`src/rtl/btb_pkg.sv`:
```
package btb_pkg;

    // 2-bit direction counter; values 2 and 3 predict taken
    typedef enum logic [1:0] {
        CNT_STRONG_NT = 2'd0,
        CNT_WEAK_NT   = 2'd1,
        CNT_WEAK_T    = 2'd2,
        CNT_STRONG_T  = 2'd3
    } dir_cnt_e;

    localparam dir_cnt_e CNT_ON_ALLOC = CNT_WEAK_T;
    localparam int unsigned INSN_BYTES = 4;
    localparam int unsigned ALIGN_BITS = 2;

    function automatic dir_cnt_e cnt_up(input dir_cnt_e c);
        return (c == CNT_STRONG_T) ? CNT_STRONG_T : dir_cnt_e'(c + 2'd1);
    endfunction

    function automatic dir_cnt_e cnt_down(input dir_cnt_e c);
        return (c == CNT_STRONG_NT) ? CNT_STRONG_NT : dir_cnt_e'(c - 2'd1);
    endfunction

    function automatic logic cnt_says_taken(input dir_cnt_e c);
        return c[1];
    endfunction

endpackage

```
`src/rtl/btb_entry.sv`:
```
module btb_entry
    import btb_pkg::*;
#(
    parameter int unsigned PC_W  = 32,
    parameter int unsigned TAG_W = 26
) (
    input  logic             clk,
    input  logic             rst,
    input  logic             flush_i,
    input  logic             wr_en_i,
    input  logic             wr_taken_i,
    input  logic [TAG_W-1:0] wr_tag_i,
    input  logic [PC_W-1:0]  wr_target_i,
    output logic             valid_o,
    output logic [TAG_W-1:0] tag_o,
    output logic [PC_W-1:0]  target_o,
    output dir_cnt_e         cnt_o
);

    typedef struct packed {
        logic             valid;
        logic [TAG_W-1:0] tag;
        logic [PC_W-1:0]  target;
        dir_cnt_e         cnt;
    } slot_t;

    slot_t slot_q;
    logic  wr_match;

    assign wr_match = slot_q.valid && (slot_q.tag == wr_tag_i);

    always_ff @(posedge clk) begin
        if (rst) begin
            slot_q <= '{valid: 1'b0, tag: '0, target: '0, cnt: CNT_STRONG_NT};
        end else if (flush_i) begin
            slot_q.valid <= 1'b0;
        end else if (wr_en_i) begin
            if (wr_taken_i) begin
                slot_q.target <= wr_target_i;
                if (wr_match) begin
                    slot_q.cnt <= cnt_up(slot_q.cnt);
                end else begin
                    slot_q.valid <= 1'b1;
                    slot_q.tag   <= wr_tag_i;
                    slot_q.cnt   <= CNT_ON_ALLOC;
                end
            end else if (wr_match) begin
                slot_q.cnt <= cnt_down(slot_q.cnt);
            end
        end
    end

    assign valid_o  = slot_q.valid;
    assign tag_o    = slot_q.tag;
    assign target_o = slot_q.target;
    assign cnt_o    = slot_q.cnt;

    AST_ALLOC_WEAK: assert property (@(posedge clk) disable iff (rst)
        (wr_en_i && wr_taken_i && !wr_match && !flush_i) |=> (valid_o && cnt_o == CNT_WEAK_T));
    AST_CNT_TOP_HOLD: assert property (@(posedge clk) disable iff (rst)
        (wr_en_i && wr_taken_i && wr_match && cnt_o == CNT_STRONG_T && !flush_i) |=> (cnt_o == CNT_STRONG_T));
    AST_CNT_FLOOR_HOLD: assert property (@(posedge clk) disable iff (rst)
        (wr_en_i && !wr_taken_i && wr_match && cnt_o == CNT_STRONG_NT && !flush_i) |=> (valid_o && cnt_o == CNT_STRONG_NT));
    AST_NT_NO_ALLOC: assert property (@(posedge clk) disable iff (rst)
        (!valid_o && !(wr_en_i && wr_taken_i)) |=> !valid_o);
    AST_FLUSH_DROPS: assert property (@(posedge clk) disable iff (rst)
        flush_i |=> !valid_o);

endmodule

```
`src/rtl/btb_select.sv`:
```
module btb_select
    import btb_pkg::*;
#(
    parameter int unsigned PC_W    = 32,
    parameter int unsigned IDX_W   = 4,
    parameter int unsigned TAG_W   = 26,
    parameter int unsigned ENTRIES = 16
) (
    input  logic [IDX_W-1:0] idx_i,
    input  logic [TAG_W-1:0] tag_i,
    input  logic             valid_i  [ENTRIES],
    input  logic [TAG_W-1:0] tag_arr_i [ENTRIES],
    input  logic [PC_W-1:0]  tgt_arr_i [ENTRIES],
    input  dir_cnt_e         cnt_arr_i [ENTRIES],
    output logic             hit_o,
    output logic             taken_o,
    output logic [PC_W-1:0]  target_o
);

    always_comb begin
        hit_o    = valid_i[idx_i] && (tag_arr_i[idx_i] == tag_i);
        taken_o  = hit_o && cnt_says_taken(cnt_arr_i[idx_i]);
        target_o = tgt_arr_i[idx_i];
    end

endmodule

```
`src/rtl/btb_steer.sv`:
```
module btb_steer
    import btb_pkg::*;
#(
    parameter int unsigned PC_W = 32
) (
    input  logic [PC_W-1:0] fetch_pc_i,
    input  logic            taken_i,
    input  logic [PC_W-1:0] target_i,
    output logic [PC_W-1:0] next_pc_o
);

    logic [PC_W-1:0] seq_pc;

    assign seq_pc    = fetch_pc_i + PC_W'(INSN_BYTES);
    assign next_pc_o = taken_i ? target_i : seq_pc;

endmodule

```
`src/rtl/btb_top.sv`:
```
module btb_top
    import btb_pkg::*;
#(
    parameter int unsigned PC_W  = 32,
    parameter int unsigned IDX_W = 4
) (
    input  logic            clk,
    input  logic            rst,
    input  logic [PC_W-1:0] fetch_pc_i,
    input  logic            flush_i,
    input  logic            rsv_valid_i,
    input  logic [PC_W-1:0] rsv_pc_i,
    input  logic            rsv_taken_i,
    input  logic [PC_W-1:0] rsv_target_i,
    output logic            hit_o,
    output logic            pred_taken_o,
    output logic [PC_W-1:0] pred_target_o,
    output logic [PC_W-1:0] next_pc_o
);

    localparam int unsigned ENTRIES = 1 << IDX_W;
    localparam int unsigned TAG_LSB = IDX_W + ALIGN_BITS;
    localparam int unsigned TAG_W   = PC_W - TAG_LSB;

    logic [IDX_W-1:0] f_idx, r_idx;
    logic [TAG_W-1:0] f_tag, r_tag;
    logic [1:0]       unused_align;

    assign f_idx        = fetch_pc_i[TAG_LSB-1:ALIGN_BITS];
    assign f_tag        = fetch_pc_i[PC_W-1:TAG_LSB];
    assign r_idx        = rsv_pc_i[TAG_LSB-1:ALIGN_BITS];
    assign r_tag        = rsv_pc_i[PC_W-1:TAG_LSB];
    assign unused_align = fetch_pc_i[1:0] ^ rsv_pc_i[1:0];

    logic             e_valid [ENTRIES];
    logic [TAG_W-1:0] e_tag   [ENTRIES];
    logic [PC_W-1:0]  e_tgt   [ENTRIES];
    dir_cnt_e         e_cnt   [ENTRIES];

    generate
        for (genvar g = 0; g < ENTRIES; g++) begin : g_slot
            btb_entry #(.PC_W(PC_W), .TAG_W(TAG_W)) u_entry (
                .clk         (clk),
                .rst         (rst),
                .flush_i     (flush_i),
                .wr_en_i     (rsv_valid_i && (r_idx == IDX_W'(g))),
                .wr_taken_i  (rsv_taken_i),
                .wr_tag_i    (r_tag),
                .wr_target_i (rsv_target_i),
                .valid_o     (e_valid[g]),
                .tag_o       (e_tag[g]),
                .target_o    (e_tgt[g]),
                .cnt_o       (e_cnt[g])
            );
        end
    endgenerate

    btb_select #(.PC_W(PC_W), .IDX_W(IDX_W), .TAG_W(TAG_W), .ENTRIES(ENTRIES)) u_select (
        .idx_i     (f_idx),
        .tag_i     (f_tag),
        .valid_i   (e_valid),
        .tag_arr_i (e_tag),
        .tgt_arr_i (e_tgt),
        .cnt_arr_i (e_cnt),
        .hit_o     (hit_o),
        .taken_o   (pred_taken_o),
        .target_o  (pred_target_o)
    );

    btb_steer #(.PC_W(PC_W)) u_steer (
        .fetch_pc_i (fetch_pc_i),
        .taken_i    (pred_taken_o),
        .target_i   (pred_target_o),
        .next_pc_o  (next_pc_o)
    );

    AST_FLUSH_EMPTIES: assert property (@(posedge clk) disable iff (rst)
        flush_i |=> !hit_o);
    AST_TAKEN_NEEDS_HIT: assert property (@(posedge clk) disable iff (rst)
        pred_taken_o |-> hit_o);

endmodule

```
`config.mk`:
```
export PLATFORM = sky130hd
export DESIGN_NAME = btb_top
export DESIGN_NICKNAME = d
export VERILOG_FILES = /design/src/rtl/btb_pkg.sv /design/src/rtl/btb_entry.sv /design/src/rtl/btb_select.sv /design/src/rtl/btb_steer.sv /design/src/rtl/btb_top.sv
export SDC_FILE = /design/constraint.sdc
export NUM_CORES = 2
export LEC_CHECK = 0
export BUFFER_PORTS_ARGS = -buffer_cell sky130_fd_sc_hd__buf_2
export CORE_MARGIN = 2
export CORE_UTILIZATION = 68
export DETAILED_ROUTE_END_ITERATION = 10
export HOLD_SLACK_MARGIN = 0.03
export PLACE_DENSITY = 0.86
export SLEW_MARGIN = 0
export SYNTH_ARGS = -nofsm -noshare
export SYNTH_HDL_FRONTEND = slang
export SYNTH_SLANG_ARGS = --single-unit
```
`constraint.sdc`:
```
create_clock -name clk -period 7.5 [get_ports clk]
set_clock_uncertainty 0.05 [all_clocks]
set_input_delay 1.5 -clock clk [delete_from_list [all_inputs] [get_ports clk]]
set_output_delay 1.5 -clock clk [all_outputs]
set_load 0.01 [all_outputs]
```
==> impl_metrics.tcl <==
set metrics [dict create \
    stdcell_area_um2 53100 \
    ys_ff_latch 976 \
    clk_pin_slew_worst_paths_ps 60 \
    path_class "in2out" \
    yosys_warnings 0 \
    synthTopCellsByArea "dfxtp_1 40%, mux4_2 10%, nand2_1 9.2%" \
    ys_top_cells_by_count "1189 x nand2_1, 976 x dfxtp_1, 607 x a21oi_1" \
    dpl_cell_area_um2 49700 \
    via_per_inst 6.80 \
    cts_tree "yes" \
    grt_max_degree 172 \
    syn_nets 5534 \
    maxCapViolCount 0 \
    seq_area_frac_synth_pct 40.1 \
    die_w_um 272 \
    status "completed" \
    vias 43100 \
    min_path_type "reg2reg" \
    drt-initial-drc-count 6573 \
    synth_edf_count 0 \
    worstPathRequired_ps 5950 \
    cts.sinks 976 \
    postSynthAreaPerCell_um2 8.97 \
    rows 98 \
    peakVddDrop_v 0.000228 \
    worstMarginPinSlew_ps 1310 \
    crit_path_max_fanout 94 \
    fin_tns_setup_ps 0 \
    dr.pass1.iters 6 \
    cts_resized 0 \
    netlist_instances 5432 \
    fill_cells 4870 \
    io_pins 167 \
    synth_cell_type_count 74 \
    htreeDepth 3 \
    rsz0062_at_grt "no" \
    finalHoldViolations 0 \
    grt_first_pass_wirelength_um 254000 \
    power_density_nw_per_um2 211 \
    core_area_um2 71200 \
    wire_per_inst_um 27.2 \
    antenna_found_initial 18 \
    first_global_vias 42100 \
    numCtsBuffers 98 \
    ys.flop_type "dfxtp_1" \
    p_leak_nw 17.1 \
    synth_most_common_cell "nand2_1" \
    crit_slowest_cell "xnor2_1" \
    final.period_utilization_pct 96.0 \
    dieArea_um2 73800 \
    worstPathCellList "buf_8 -> buf_12 -> nand3_1 -> nor2_1 -> nand3_1 -> or2_2 -> nor3_1 -> nand3_1 -> xnor2_1 -> mux2_2 -> buf_2" \
    place_congestion 1.05 \
    cts_root_buffer "clkbuf_16" \
    grt_usage_pct 45.6 \
    cts_hold_buf 0 \
    cpPeakStageDelay_ps 780 \
    dp_hpwl_um 109000 \
    nets 5390 \
    fp.dieH_um 272 \
    cp_data_arrival_time_ps 5650 \
    synth_area_leader_cell "dfxtp_1" \
    grt-ovfl-total 0 \
    drc 0 \
    start_util_pct 68.4 \
    synth_area_um2 48700 \
    drive_above_1_share_pct 14.7 \
    synthToLayoutAreaGrowth_pct 8.93 \
    port_buffers 164 \
    relSlewSlack_pct 12.1 \
    clk_latency_ps 690 \
    period_minus_slack_ps 7200 \
    max_freq_mhz 139 \
    detail-route-antenna-nets 0 \
    clk_path_buf_depth 3 \
    endpoint_kind "primary output" \
    setup-violations-final 0 \
    startpoint_type "input pin" \
    total_power_w 0.0112 \
    cp_common_cell "nand3_1" \
    maxSlewViolCount 0 \
    async_flop_share_pct 0 \
    synth_top_area_share_pct 40.1 \
    finalWirelength_um 172000 \
    cts_setup_buffers 0 \
]
==> through the flow <==
stage	hold WS, ps	instances	worst slack (ps)	util, %
final	403	6333	298	74.5
after floorplan	383	5432	1340	-
after global placement	388	6138	512	69.8
after global routing	418	6323	238	74.5
after CTS	402	6320	484	74.5
after detailed placement	394	6138	500	69.8
==> flip-flops by register name, indices dropped and copies added (netlist names) <==
| signal | cells |
|---|---|
| g_slot.u_entry.target_o | 512 |
| g_slot.u_entry.tag_o | 416 |
| g_slot.u_entry.cnt_o | 32 |
| g_slot.u_entry.valid_o | 16 |
==> worst paths after layout <==
path / start / endpoint / slack [ps] / depth (start not counted)
setup / recovery: fetch_pc_i[3] / next_pc_o[31] / 300 / 11
hold / removal: g_slot[7].u_entry.target_o[13] / g_slot[7].u_entry.target_o[13] / 400 / 2
setup reg to reg: g_slot[0].u_entry.tag_o[2] / g_slot[0].u_entry.tag_o[25] / 3760 / 7
hold reg to reg: g_slot[7].u_entry.target_o[13] / g_slot[7].u_entry.target_o[13] / 400 / 2
==> cell families after synthesis <==
family                     count (synthesis)  share of synthesized area (%)
xor gates and xnor gates                 463                           8.32
and+or+nand+nor                         1926                           16.3
adders and majority gates                  1                         0.0257
muxes                                    750                           21.9
AOI/OAI and AO/OA                        772                           8.44
DFF                                      976                           40.1
buffers and inverters                    544                           4.91
==> where the power goes <==
part           total [W]  internal, W  switching, W
logic           0.000913     0.000296      0.000617
clock network    0.00504      0.00285       0.00219
registers        0.00524      0.00521     0.0000272
total             0.0112      0.00836       0.00284
==> worst max-delay path, delay by kind of cell <==
kind,cells,cell delay [ps]
AND/OR/NAND/NOR,6,1850
buffers and inverters,3,1110
XOR/XNOR,1,780
multiplexers,1,290
==> cell type report <==
cell class	instances	area [um^2]	area share (%)
clock inverters	41	488	0.919
repair buffers	273	1820	3.43
multi-input cells	3912	27100	51.0
flip-flops and latches	976	19500	36.8
diodes	13	32.5	0.0613
well taps	950	1190	2.24
inverters	27	103	0.193
clock buffers	141	2830	5.32
==> placed cells by master, fill, tap and decap left out, types with 22 or more instances in the layout <==
master        n
nor4_1       22
clkbuf_16    99
a21oi_1     607
xnor2_1     436
xor2_1       27
mux2_4       30
nor2_1      432
buf_4        98
nand3_1      37
mux2_2       43
nand4_1     103
mux2i_1     444
o21ai_0      64
clkbuf_1     23
nand2_1    1184
nor2_4       25
inv_1        25
mux4_2      216
dfxtp_1     976
o22ai_1      37
buf_2       160
clkinv_2     25
==> routing by layer <==
metal | global-route usage (%) | up-vias | wire length (um)
li1 | - | 18200 | -
met1 | 55.4 | 20400 | 58500
met2 | 68.3 | 3392 | 74100
met3 | 13.1 | 994 | 23300
met4 | 35.5 | 16 | 16000
met5 | 0 | - | 91
Power figures use the tool's default switching activity.
